### src/rtl/npc_pkg.sv
package npc_pkg;

  typedef enum logic [3:0] {
    XK_NONE   = 4'd0,
    XK_BEQ    = 4'd1,
    XK_BNE    = 4'd2,
    XK_BLEZ   = 4'd3,
    XK_BGTZ   = 4'd4,
    XK_BLTZ   = 4'd5,
    XK_BGEZ   = 4'd6,
    XK_BLTZAL = 4'd7,
    XK_BGEZAL = 4'd8,
    XK_J      = 4'd9,
    XK_JAL    = 4'd10,
    XK_JR     = 4'd11,
    XK_JALR   = 4'd12
  } xferKind_t;

  typedef enum logic [1:0] {
    TGT_REL = 2'd0,
    TGT_ABS = 2'd1,
    TGT_REG = 2'd2
  } tgtSel_t;

  // strobes from control to datapath, already gated by step and slot state
  typedef struct packed {
    logic    isXfer;
    logic    takeIt;
    tgtSel_t tgtSel;
    logic    doLink;
    logic    anyDst;
  } npcStrobe_t;

endpackage

### src/rtl/npc_ctrl.sv
module npc_ctrl
  import npc_pkg::*;
#(
  parameter int XLEN = 32
) (
  input  logic [3:0]      kind,
  input  logic            step,
  input  logic            inSlot,
  input  logic [XLEN-1:0] rsVal,
  input  logic [XLEN-1:0] rtVal,
  output npcStrobe_t      strobe
);

  logic live;
  logic rsNeg;
  logic rsZero;
  logic opsEq;
  xferKind_t k;

  assign k      = xferKind_t'(kind);
  assign live   = step && !inSlot;
  assign rsNeg  = $signed(rsVal) < 0;
  assign rsZero = (rsVal == '0);
  assign opsEq  = (rsVal == rtVal);

  always_comb begin
    strobe = '0;
    if (live) begin
      unique case (k)
        XK_BEQ:    begin strobe.isXfer = 1'b1; strobe.takeIt = opsEq; end
        XK_BNE:    begin strobe.isXfer = 1'b1; strobe.takeIt = !opsEq; end
        XK_BLEZ:   begin strobe.isXfer = 1'b1; strobe.takeIt = rsNeg || rsZero; end
        XK_BGTZ:   begin strobe.isXfer = 1'b1; strobe.takeIt = !rsNeg && !rsZero; end
        XK_BLTZ:   begin strobe.isXfer = 1'b1; strobe.takeIt = rsNeg; end
        XK_BGEZ:   begin strobe.isXfer = 1'b1; strobe.takeIt = !rsNeg; end
        XK_BLTZAL: begin strobe.isXfer = 1'b1; strobe.takeIt = rsNeg; strobe.doLink = 1'b1; end
        XK_BGEZAL: begin strobe.isXfer = 1'b1; strobe.takeIt = !rsNeg; strobe.doLink = 1'b1; end
        XK_J:      begin strobe.isXfer = 1'b1; strobe.takeIt = 1'b1; strobe.tgtSel = TGT_ABS; end
        XK_JAL:    begin
          strobe.isXfer = 1'b1; strobe.takeIt = 1'b1; strobe.tgtSel = TGT_ABS;
          strobe.doLink = 1'b1;
        end
        XK_JR:     begin strobe.isXfer = 1'b1; strobe.takeIt = 1'b1; strobe.tgtSel = TGT_REG; end
        XK_JALR:   begin
          strobe.isXfer = 1'b1; strobe.takeIt = 1'b1; strobe.tgtSel = TGT_REG;
          strobe.doLink = 1'b1; strobe.anyDst = 1'b1;
        end
        default:   strobe = '0;
      endcase
    end
  end

endmodule

### src/rtl/npc_dpath.sv
module npc_dpath
  import npc_pkg::*;
#(
  parameter int          XLEN     = 32,
  parameter int          OFF_W    = 16,
  parameter int          IDX_W    = 26,
  parameter int          RA_W     = 5,
  parameter logic [31:0] RESET_PC = 32'h0000_1000,
  parameter logic [31:0] FAULT_PC = 32'h0000_0180
) (
  input  logic             clk,
  input  logic             rstN,
  input  logic             step,
  input  npcStrobe_t       strobe,
  input  logic [OFF_W-1:0] offset,
  input  logic [IDX_W-1:0] index,
  input  logic [RA_W-1:0]  linkRd,
  input  logic [XLEN-1:0]  rsVal,
  output logic             inSlot,
  output logic [XLEN-1:0]  pc,
  output logic [XLEN-1:0]  nextPc,
  output logic             taken,
  output logic             linkWe,
  output logic [RA_W-1:0]  linkDst,
  output logic [XLEN-1:0]  linkVal,
  output logic             addrErr
);

  localparam int          SEXT_W   = XLEN - OFF_W - 2;
  localparam int          REGION_W = XLEN - IDX_W - 2;
  localparam logic [RA_W-1:0] LINK_REG = '1;

  logic [XLEN-1:0] slotPc;
  logic [XLEN-1:0] relTgt;
  logic [XLEN-1:0] absTgt;
  logic [XLEN-1:0] tgt;
  logic            misalign;

  logic            pendValid;
  logic            pendTake;
  logic            pendErr;
  logic [XLEN-1:0] pendTgt;
  logic            errQ;

  assign slotPc = pc + XLEN'(4);
  assign relTgt = slotPc + {{SEXT_W{offset[OFF_W-1]}}, offset, 2'b00};
  assign absTgt = {slotPc[XLEN-1 -: REGION_W], index, 2'b00};

  always_comb begin
    unique case (strobe.tgtSel)
      TGT_ABS: tgt = absTgt;
      TGT_REG: tgt = rsVal;
      default: tgt = relTgt;
    endcase
  end

  assign misalign = (strobe.tgtSel == TGT_REG) && (rsVal[1:0] != 2'b00);

  always_comb begin
    nextPc = slotPc;
    if (pendValid) begin
      if (pendErr)       nextPc = XLEN'(FAULT_PC);
      else if (pendTake) nextPc = pendTgt;
    end
  end

  always_ff @(posedge clk) begin
    if (!rstN) begin
      pc        <= XLEN'(RESET_PC);
      pendValid <= 1'b0;
      pendTake  <= 1'b0;
      pendErr   <= 1'b0;
      pendTgt   <= '0;
      errQ      <= 1'b0;
    end else begin
      errQ <= step && pendValid && pendErr;
      if (step) begin
        pc <= nextPc;
        if (pendValid) begin
          pendValid <= 1'b0;
        end else if (strobe.isXfer) begin
          pendValid <= 1'b1;
          pendTake  <= strobe.takeIt;
          pendErr   <= misalign;
          pendTgt   <= tgt;
        end
      end
    end
  end

  assign inSlot  = pendValid;
  assign addrErr = errQ;
  assign taken   = strobe.isXfer && strobe.takeIt;
  assign linkDst = strobe.anyDst ? linkRd : LINK_REG;
  assign linkWe  = strobe.doLink && (linkDst != '0);
  assign linkVal = pc + XLEN'(8);

endmodule

### src/rtl/npc_unit.sv
module npc_unit
  import npc_pkg::*;
#(
  parameter int          XLEN     = 32,
  parameter int          OFF_W    = 16,
  parameter int          IDX_W    = 26,
  parameter int          RA_W     = 5,
  parameter logic [31:0] RESET_PC = 32'h0000_1000,
  parameter logic [31:0] FAULT_PC = 32'h0000_0180
) (
  input  logic             clk,
  input  logic             rstN,
  input  logic             step,
  input  logic [3:0]       kind,
  input  logic [OFF_W-1:0] offset,
  input  logic [IDX_W-1:0] index,
  input  logic [RA_W-1:0]  linkRd,
  input  logic [XLEN-1:0]  rsVal,
  input  logic [XLEN-1:0]  rtVal,
  output logic [XLEN-1:0]  pc,
  output logic [XLEN-1:0]  nextPc,
  output logic             taken,
  output logic             linkWe,
  output logic [RA_W-1:0]  linkDst,
  output logic [XLEN-1:0]  linkVal,
  output logic             addrErr
);

  npcStrobe_t strobe;
  logic       inSlot;

  npc_ctrl #(.XLEN(XLEN)) ctrl (
    .kind   (kind),
    .step   (step),
    .inSlot (inSlot),
    .rsVal  (rsVal),
    .rtVal  (rtVal),
    .strobe (strobe)
  );

  npc_dpath #(
    .XLEN(XLEN), .OFF_W(OFF_W), .IDX_W(IDX_W), .RA_W(RA_W),
    .RESET_PC(RESET_PC), .FAULT_PC(FAULT_PC)
  ) dpath (
    .clk     (clk),
    .rstN    (rstN),
    .step    (step),
    .strobe  (strobe),
    .offset  (offset),
    .index   (index),
    .linkRd  (linkRd),
    .rsVal   (rsVal),
    .inSlot  (inSlot),
    .pc      (pc),
    .nextPc  (nextPc),
    .taken   (taken),
    .linkWe  (linkWe),
    .linkDst (linkDst),
    .linkVal (linkVal),
    .addrErr (addrErr)
  );

endmodule

### config.mk
export PLATFORM = sky130hd
export DESIGN_NAME = npc_unit
export DESIGN_NICKNAME = d
export VERILOG_FILES = /design/src/rtl/npc_pkg.sv /design/src/rtl/npc_ctrl.sv /design/src/rtl/npc_dpath.sv /design/src/rtl/npc_unit.sv
export SDC_FILE = /design/constraint.sdc
export NUM_CORES = 1
export LEC_CHECK = 0
export BUFFER_PORTS_ARGS = -buffer_cell sky130_fd_sc_hd__buf_2
export CAP_MARGIN = 20
export CORE_MARGIN = 4
export CORE_UTILIZATION = 48
export DETAILED_ROUTE_END_ITERATION = 7
export PLACE_DENSITY = 0.88
export SLEW_MARGIN = 25
export SYNTH_ARGS = -nofsm -noshare
export SYNTH_HDL_FRONTEND = slang
export SYNTH_HIERARCHICAL = 1
export SYNTH_SLANG_ARGS = --single-unit
### constraint.sdc
create_clock -name clk -period 3.35 [get_ports clk]
set_input_delay 0.67 -clock clk [delete_from_list [all_inputs] [get_ports clk]]
set_output_delay 0.67 -clock clk [all_outputs]
set_load 0.01 [all_outputs]
==> flow_metrics.env, run 1 <==
export IMPL_status="finished, violations left"
export IMPL_violations="negative setup slack"
export IMPL_ant_nets=0
export IMPL_overflow=0
export IMPL_p_per_area_nw_per_um2=307
export IMPL_fin_crit_sh_pct=103
export IMPL_cts_made_buffers=9
export IMPL_crit_type="reg2reg"
export IMPL_worst_pin_slew_ns=0.977
export IMPL_diodes=0
export IMPL_clockBufferDepth=2
export IMPL_skew_ns=0.00717
export IMPL_area_growth_pct=39.6
export IMPL_max_cap_violations=0
export IMPL_synth_edf_count=0
export IMPL_seqCellArea_sq_um=1380
export IMPL_dp_cells=1339
export IMPL_cts_tree="done"
export IMPL_critPathCaptureType="flop"
export IMPL_syn_area_sq_um=6860
export IMPL_syn_inst=915
export IMPL_cp_data_arrival_time_ns=3.71
export IMPL_nNetsFinal=1348
export IMPL_yosysTopAreaCell="dfxtp_1"
export IMPL_setup_viol=6
export IMPL_num_vias=8535
export IMPL_avgSynthCellArea_sq_um=7.50
export IMPL_power_frac_seq_pct=30.9
export IMPL_grt_pass1_wl_um=40300
export IMPL_startpoint_type="flop"
export IMPL_hold_class="reg2reg"
export IMPL_peakVddDrop_uv=237
export IMPL_syn_num_nets=1069
export IMPL_max_freq_ghz=0.289
export IMPL_pin_count=222
export IMPL_setup_ws_ns=-0.111
export IMPL_drive_above_1_share_pct=39.6
export IMPL_multi_input_area_sq_um=5480
export IMPL_cp_required_ns=3.59
export IMPL_ys_seq_area_share_pct=19.8
export IMPL_ys_seq_elements=68
export IMPL_p_int_mw=1.97
export IMPL_gr_usage_all_layers_pct=30.5
export IMPL_relSlewSlack_pct=34.9
export IMPL_ys_types=81
export IMPL_yosys_warnings=6
export IMPL_root_buffer="clkbuf_16"
export IMPL_fin_cells=1379
export IMPL_min_period_ns=3.46
export IMPL_post_place_ws_ns=-0.0948
export IMPL_grt_start_max_net_pins=47
export IMPL_postRouteWirelength_um=27200
export IMPL_wl_per_cell_um=19.7
export IMPL_p_clk_share_pct=36.0
export IMPL_synth_ff_type="dfxtp_1"
export IMPL_worstSkewPairLatency_ns=0.35
export IMPL_port_buffers=221
export IMPL_clk_pin_slew_ns=0.06
export IMPL_combPwrFrac_pct=33.1
export IMPL_n_fill_cell=1107
export IMPL_core_area_sq_um=13900
export IMPL_synth_top_area_share_pct=19.8
export IMPL_gp_congestion=1.01
export IMPL_vias_per_cell=6.19
export IMPL_antenna_found_initial=0
export IMPL_drtIter0Drc=784
export IMPL_die_h_um=128
export IMPL_power_switching_mw=0.974
export IMPL_firstDrtPassIters=6
export IMPL_swShare_pct=33.0
export IMPL_grt_pass1_vias=7993
export IMPL_htree_levels=3
export IMPL_hpwl_um=20400
export IMPL_fp_dieW_um=128
export IMPL_async_flop_share_pct=0
export IMPL_crit_fanout=4
export IMPL_dieArea_sq_um=16300
export IMPL_p_leak_nw=4.63
export IMPL_drc_errors=0
export IMPL_start_util_pct=49.3
export IMPL_grt_setup_unrepaired="yes"
export IMPL_whs_ns=0.463
export IMPL_cts_hold_buffers=0
export IMPL_slew_violations=0
export IMPL_synth_area_top_cells="dfxtp_1 20%, xor2_1 8.3%, ha_1 6.4%"
export IMPL_numClockSinks=68
export IMPL_rows=43
export IMPL_timing_final_hold_violations=0
-- Yosys cell counts, types with 13 or more instances --
| library cell | n |
|---|---|
| xnor2_1 | 41 |
| nor4_1 | 21 |
| nand3_1 | 26 |
| or2_2 | 16 |
| a211oi_1 | 13 |
| a21oi_1 | 69 |
| xor2_1 | 65 |
| a31o_2 | 13 |
| nor3_1 | 22 |
| dfxtp_1 | 68 |
| a221oi_1 | 13 |
| o21ai_0 | 44 |
| inv_1 | 36 |
| mux2i_1 | 15 |
| nor2_1 | 77 |
| ha_1 | 35 |
| clkbuf_1 | 41 |
| nand4_1 | 14 |
| nand2_1 | 78 |
-- state kept, by name (all words and copies together), names as in the netlist --
signal	count
dpath/pc	32
dpath/pendTgt	32
dpath/addrErr	1
dpath/inSlot	1
dpath/pendErr	1
dpath/pendTake	1
-- timing repair --
| action | in CTS | in global routing |
|---|---|---|
| gates resized for setup | 18 | 73 |
| gates cloned | 0 | 0 |
| buffers inserted | 6 | 18 |
| pin swaps | 12 | 34 |
| endpoints found under the setup margin | 14 | 25 |
-- layout make-up --
class,instances,area share (%)
inverters,39,1.53
repair buffers,335,21.2
clock inverters,6,0.914
multi-input cells,741,57.1
flip-flops and latches,68,14.4
clock buffers,10,2.49
well taps,180,2.35
-- placed cells by master, fill, tap and decap left out, drive strengths merged, types with 15 or more instances in the layout --
| cell type | count |
|---|---|
| nor4 | 22 |
| nand2 | 79 |
| xor2 | 66 |
| nor2 | 77 |
| buf | 335 |
| nor3 | 25 |
| a21oi | 69 |
| xnor2 | 41 |
| dfxtp | 68 |
| or2 | 16 |
| nand4 | 15 |
| inv | 38 |
| nand3 | 29 |
| ha | 35 |
| mux2i | 15 |
| o21ai | 50 |
-- worst paths after layout --
check / startpoint / to / slack, ns / depth (start not counted)
setup / recovery: dpath/pc[11] / dpath/pendTgt[27] / -0.11 / 15
hold / removal: dpath/pendTgt[2] / dpath/pendTgt[2] / 0.46 / 2
setup reg to reg: dpath/pc[11] / dpath/pendTgt[27] / -0.11 / 15
hold reg to reg: dpath/pendTgt[2] / dpath/pendTgt[2] / 0.46 / 2
-- power by group through the flow --
stage	combinational, mW	sequential, mW	clock [mW]
detailed placement	0.871	0.920	0
CTS	0.890	0.904	1.06
floorplan	0.512	0.913	0
finish	0.976	0.911	1.06
global placement	0.858	0.920	0
global route	1.05	0.914	1.09
-- through the flow --
| stage | cell area, sq um | utilization (%) | TNS (ns) | total power [mW] |
|---|---|---|---|---|
| 3_5_place_dp | 8610 | 61.8 | -0.213 | 1.79 |
| 3_3_place_gp | 8610 | 61.8 | -0.0379 | 1.78 |
| 4_1_cts | 9080 | 65.1 | 0 | 2.85 |
| 5_1_grt | 9590 | 68.8 | -1.98 | 3.06 |
| 6_report | 9590 | 68.8 | -0.449 | 2.95 |
| 2_1_floorplan | 6900 | - | -0.00987 | 1.43 |
-- routing by layer --
| layer | vias to the layer above | global-route usage, % | part of all wire, % |
|---|---|---|---|
| met2 | 518 | 52.9 | 50 |
| met5 | - | 0 | 0 |
| met3 | 124 | 5.06 | 8.2 |
| met4 | 0 | 14.2 | 5.2 |
| met1 | 4017 | 36.7 | 37 |
| li1 | 3876 | - | - |
-- cell families after synthesis --
logic type                 share of synthesized area (%)
AOI/OAI and AO/OA                                   27.1
xor gates and xnor gates                            13.8
adders and majority gates                           6.67
buffers and inverters                               6.67
DFF                                                 19.8
muxes                                               2.52
and+or+nand+nor                                     23.5
-- critical path, stage by stage (launching register included) --
cell,delay (ns)
dfxtp_2,0.35
nand4_1,0.20
nor3_4,0.32
nand2_2,0.13
nor2_1,0.17
xor2_1,0.31
ha_1,0.20
buf_4,0.13
and4_4,0.25
and3_4,0.19
nand4_1,0.09
a21oi_2,0.23
nor3_2,0.09
buf_4,0.14
a41o_1,0.22
o41ai_2,0.32
(Power assumes the default switching activity.)
==> run 2, diff against run 1 <==
BUFFER_PORTS_ARGS = default   (was -buffer_cell sky130_fd_sc_hd__buf_2)
CORE_UTILIZATION = 59   (was 48)
DONT_BUFFER_PORTS = 1   (was default)
PLACE_DENSITY = 0.87   (was 0.88)
==> flow_metrics.env, run 2 (same netlist as run 1, synthesis figures left out) <==
export IMPL_status="finished, violations left"
export IMPL_violations="negative setup slack"
export IMPL_hold_class="in2reg"
export IMPL_finalInstanceArea_sq_um=8480
export IMPL_dieArea_sq_um=13400
export IMPL_r2r_cells=17
export IMPL_timing_rr_start="dpath/pc[9]"
export IMPL_crit_type="reg2reg"
export IMPL_worst_r2r_endpoint="dpath/pendTgt[25]"
export IMPL_p_per_area_nw_per_um2=317
export IMPL_start_util_pct=60.1
export IMPL_finalSetupTns_ns=-0.136
export IMPL_nNetsFinal=1149
export IMPL_slowest_stage="dfxtp_2"
export IMPL_holdPathStages=1
export IMPL_setup_ws_ns=-0.0515
export IMPL_clk_pin_slew_ns=0.06
export IMPL_drive_above_1_share_pct=27.1
export IMPL_pin_count=222
export IMPL_peakVddDrop_uv=318
export IMPL_drc_errors=0
export IMPL_area_growth_pct=23.6
export IMPL_diodes=0
export IMPL_slew_violations=0
export IMPL_vias_per_cell=6.83
export IMPL_clockBufferDepth=2
export IMPL_relSlewSlack_pct=58.1
export IMPL_cp_startpoint="dpath/pc[9]"
export IMPL_grt_pass1_wl_um=38100
export IMPL_cts_hold_buffers=0
export IMPL_cp_required_ns=3.62
export IMPL_root_buffer="clkbuf_16"
export IMPL_max_cap_violations=0
export IMPL_n_fill_cell=850
export IMPL_numClockSinks=68
export IMPL_overflow=0
export IMPL_fin_cells=1142
export IMPL_setup_viol=5
export IMPL_post_place_ws_ns=-0.145
export IMPL_slowest_delay_ns=0.33
export IMPL_postRouteWirelength_um=26300
export IMPL_fin_crit_sh_pct=102
export IMPL_worst_pin_slew_ns=0.627
export IMPL_fp_dieW_um=116
export IMPL_rrSetupSlack_ns=-0.05
export IMPL_skew_ns=0.00611
export IMPL_utilization_pct=74.3
export IMPL_dp_cells=1102
export IMPL_htree_levels=3
export IMPL_path_common_cell="buf_4"
export IMPL_hold_end="dpath/pc[7]"
export IMPL_port_buffers=0
export IMPL_min_period_ns=3.40
export IMPL_wl_per_cell_um=23.1
export IMPL_core_area_sq_um=11400
export IMPL_hpwl_um=19000
export IMPL_reg_top3="dpath/pc: 32 flops, dpath/pendTgt: 32 flops"
export IMPL_firstDrtPassIters=6
export IMPL_gp_congestion=1.03
export IMPL_grt_pass1_vias=7244
export IMPL_num_vias=7800
export IMPL_crit_chain="buf_6 -> nand4_4 -> nor4_4 -> buf_4 -> buf_4 -> xnor2_1 -> inv_1 -> ha_4 -> nor2_1 -> a211oi_1 -> buf_4 -> nand4_1 -> a21oi_2 -> o211ai_1 -> nor4b_2 -> nor4_1 -> a22o_1"
export IMPL_grt_start_max_net_pins=39
export IMPL_timing_final_hold_violations=0
export IMPL_place_area_sq_um=7590
export IMPL_max_freq_ghz=0.294
export IMPL_startpoint_type="flop"
export IMPL_p_leak_nw=3.70
export IMPL_cp_data_arrival_time_ns=3.68
export IMPL_cts_tree="done"
export IMPL_grt_setup_unrepaired="yes"
export IMPL_layout_common_cells="130 x buf_4, 74 x nand2_1, 73 x nor2_1, 60 x dfxtp_1, 59 x xor2_1"
export IMPL_final_common_cell="buf_4"
export IMPL_gr_usage_all_layers_pct=35.8
export IMPL_cts_made_buffers=9
export IMPL_crit_fanout=7
export IMPL_antenna_found_initial=0
export IMPL_hp_start="step"
export IMPL_die_h_um=116
export IMPL_drtIter0Drc=972
export IMPL_rows=39
export IMPL_critPathCaptureType="flop"
export IMPL_worstSkewPairLatency_ns=0.33
export IMPL_ant_nets=0
## run 2: changes by cell type in the layout (fill, tap and decap cells not counted), sizes merged
| cell | previous run | this run |
|---|---|---|
| clkbuf | 10 | 11 |
| clkinvlp | 3 | 2 |
| bufinv | 2 | 1 |
| buf | 335 | 136 |
## run 2: power breakdown
part,switching (mW),internal [mW]
clock network,0.371,0.592
registers,0.0449,0.856
logic,0.456,0.369
total,0.872,1.82
## run 2: layout make-up
type	instances	area [sq um]	share of cell area [%]
clock inverters	4	50.0	0.590
well taps	143	179	2.11
flip-flops and latches	68	1370	16.2
repair buffers	136	1040	12.3
clock buffers	11	243	2.86
inverters	39	146	1.73
multi-input cells	741	5450	64.2
## run 2: worst max-delay path: cells and delay by family (launching register included)
family	cells	cell delay, ns
fa+ha+maj	1	0.32
compound gates	4	0.74
xor+xnor	1	0.22
simple gates	6	0.96
flops	1	0.33
buf+inv	5	0.77
## run 2: what timing repair did
action                                  in CTS  in global routing
resized for setup                           12                 72
hold endpoints to repair                     0                  0
pin swaps                                   10                 40
buffers inserted                             8                 17
endpoints found under the setup margin      11                 22
## run 2: how the worst max path moves through the flow
stage                         to  cells after the start
5_1_grt        dpath/pendTgt[31]                     16
6_report       dpath/pendTgt[25]                     17
3_3_place_gp   dpath/pendTgt[31]                     15
4_1_cts        dpath/pendTgt[25]                     16
3_5_place_dp   dpath/pendTgt[25]                     16
2_1_floorplan  dpath/pendTgt[24]                     16
## run 2: per-stage QoR
stage / total power [mW] / hold WS (ns)
2_1_floorplan: 1.43 / 0.420
3_3_place_gp: 1.62 / 0.458
3_5_place_dp: 1.64 / 0.461
4_1_cts: 2.62 / 0.435
5_1_grt: 2.80 / 0.455
6_report: 2.69 / 0.448
## run 2: metal layers
| metal | wire length, um | up-vias | global-route usage [%] |
|---|---|---|---|
| met5 | 0 | - | 0 |
| met4 | 1230 | 0 | 15.2 |
| met3 | 2910 | 104 | 9.19 |
| met2 | 12600 | 532 | 60.1 |
| met1 | 9550 | 3680 | 43.4 |
| li1 | - | 3484 | - |
==> run 3, diff against run 2 <==
CELL_PAD_IN_SITES_DETAIL_PLACEMENT = 2   (was default)
CELL_PAD_IN_SITES_GLOBAL_PLACEMENT = 2   (was default)
CORE_UTILIZATION = 32   (was 59)
PLACE_DENSITY = 0.86   (was 0.87)
==> flow_metrics.env, run 3 (same netlist as run 1, synthesis figures left out) <==
export IMPL_combPwrFrac_pct=35.7
export IMPL_firstDrtPassIters=5
export IMPL_grt_pass1_vias=9502
export IMPL_power_frac_seq_pct=27.8
export IMPL_p_leak_nw=4.15
export IMPL_wl_per_cell_um=41.5
export IMPL_gr_usage_all_layers_pct=34.2
export IMPL_relSlewSlack_pct=35.3
export IMPL_finalSetupTns_ns=-12.69
export IMPL_setup_viol=40
export IMPL_drive_above_1_share_pct=37.9
export IMPL_worst_pin_slew_ns=0.963
export IMPL_critPathCaptureType="flop"
export IMPL_root_buffer="clkbuf_16"
export IMPL_nNetsFinal=1179
export IMPL_cts_made_buffers=9
export IMPL_dp_cells=1228
export IMPL_slowest_delay_ns=0.44
export IMPL_layout_common_cells="140 x buf_4, 67 x nor2_1, 63 x nand2_1, 57 x dfxtp_1"
export IMPL_fin_cells=1305
export IMPL_crit_fanout=4
export IMPL_clockBufferDepth=2
export IMPL_finalInstanceArea_sq_um=9800
export IMPL_setup_ws_ns=-0.978
export IMPL_p_clk_share_pct=36.5
export IMPL_timing_final_hold_violations=0
export IMPL_grt_start_max_net_pins=39
export IMPL_slew_violations=0
export IMPL_die_h_um=154
export IMPL_drtIter0Drc=950
export IMPL_grt_pass1_wl_um=62700
export IMPL_numClockSinks=68
export IMPL_swShare_pct=38.4
export IMPL_postRouteWirelength_um=54200
export IMPL_power_switching_mw=1.29
export IMPL_violations="negative setup slack"
export IMPL_dieArea_sq_um=23900
export IMPL_cp_required_ns=3.60
export IMPL_p_per_area_nw_per_um2=343
export IMPL_vias_per_cell=7.08
export IMPL_start_util_pct=32.6
export IMPL_drc_errors=0
export IMPL_grt_setup_unrepaired="yes"
export IMPL_cts_tree="done"
export IMPL_num_vias=9244
export IMPL_startpoint_type="flop"
export IMPL_core_area_sq_um=21100
export IMPL_area_growth_pct=42.8
export IMPL_hpwl_um=27500
export IMPL_p_int_mw=2.07
export IMPL_rows=53
export IMPL_pin_count=222
export IMPL_utilization_pct=46.5
export IMPL_ant_nets=0
export IMPL_status="finished, violations left"
export IMPL_final_common_cell="buf_4"
export IMPL_path_common_cell="buf_6"
export IMPL_crit_chain="nand4_1 -> nor3_4 -> and4_4 -> xor2_4 -> ha_4 -> and2_4 -> a311o_1 -> a41oi_4 -> a21oi_4 -> buf_6 -> buf_6 -> o31ai_4 -> a21oi_2 -> xnor2_1 -> o21ai_2"
export IMPL_post_place_ws_ns=-0.473
export IMPL_max_freq_ghz=0.231
export IMPL_fin_crit_sh_pct=129
export IMPL_max_cap_violations=0
export IMPL_overflow=0
export IMPL_cts_hold_buffers=0
export IMPL_port_buffers=0
export IMPL_min_period_ns=4.33
export IMPL_diodes=0
export IMPL_crit_type="reg2reg"
export IMPL_antenna_found_initial=3
export IMPL_slowest_stage="nor3_4"
export IMPL_gp_congestion=0.962
export IMPL_skew_ns=0.0133
export IMPL_worstSkewPairLatency_ns=0.38
export IMPL_reg_top3="dpath/pc: 32 flops, dpath/pendTgt: 32 flops"
export IMPL_clk_pin_slew_ns=0.07
export IMPL_peakVddDrop_uv=250
export IMPL_cp_data_arrival_time_ns=4.58
export IMPL_htree_levels=3
export IMPL_hold_class="in2reg"
export IMPL_fp_dieW_um=154
export IMPL_place_area_sq_um=7720
[run 3: repair_timing]
action / CTS / global route
setup buffers: 20 / 47
setup endpoints to repair: 23 / 37
pin swaps: 18 / 87
resized for setup: 73 / 182
gates cloned: 0 / 0
[run 3: area by class of cell]
class | instances | area (sq um)
Fill cell | 2277 | 11300
Inverter | 39 | 146
Tap cell | 275 | 344
Clock inverter | 6 | 111
Timing Repair Buffer | 166 | 1350
Sequential cell | 68 | 1380
Multi-Input combinational cell | 741 | 6230
Clock buffer | 10 | 239
[run 3: power by group through the flow]
stage	Combinational (mW)	Sequential, mW	Clock, mW
after CTS	0.859	0.910	1.19
after global routing	1.22	0.934	1.26
after detailed placement	0.780	0.925	0
after global placement	0.725	0.919	0
final	1.20	0.936	1.23
after floorplan	0.512	0.913	0
[run 3: stage by stage]
stage / hold WS (ns) / power (mW)
floorplan: 0.420 / 1.43
global placement: 0.449 / 1.64
detailed placement: 0.461 / 1.71
CTS: 0.430 / 2.96
global route: 0.421 / 3.42
finish: 0.422 / 3.37
[run 3: worst paths after layout]
kind / from / end / slack, ns / cells past startpoint
max: dpath/pc[12] / dpath/pendTgt[31] / -0.98 / 15
min: rstN / dpath/pc[31] / 0.42 / 1
max reg2reg: dpath/pc[12] / dpath/pendTgt[31] / -0.98 / 15
min reg2reg: dpath/pendTgt[3] / dpath/pendTgt[3] / 0.49 / 2
[run 3: worst max-delay path: cells and delay by family (launching register included)]
family	cells	cell delay [ns]
and+or+nand+nor	4	1.28
adders and majority gates	1	0.28
DFF	1	0.37
AOI/OAI and AO/OA	6	1.42
xor gates and xnor gates	2	0.56
buffers and inverters	2	0.28
[run 3: per-layer routing]
metal	vias to the layer above	wire (um)	GRT usage, %
li1	3524	-	-
met1	4596	18100	35.3
met2	776	25300	59.0
met3	342	5220	9.40
met4	6	5530	25.5
met5	-	45	0
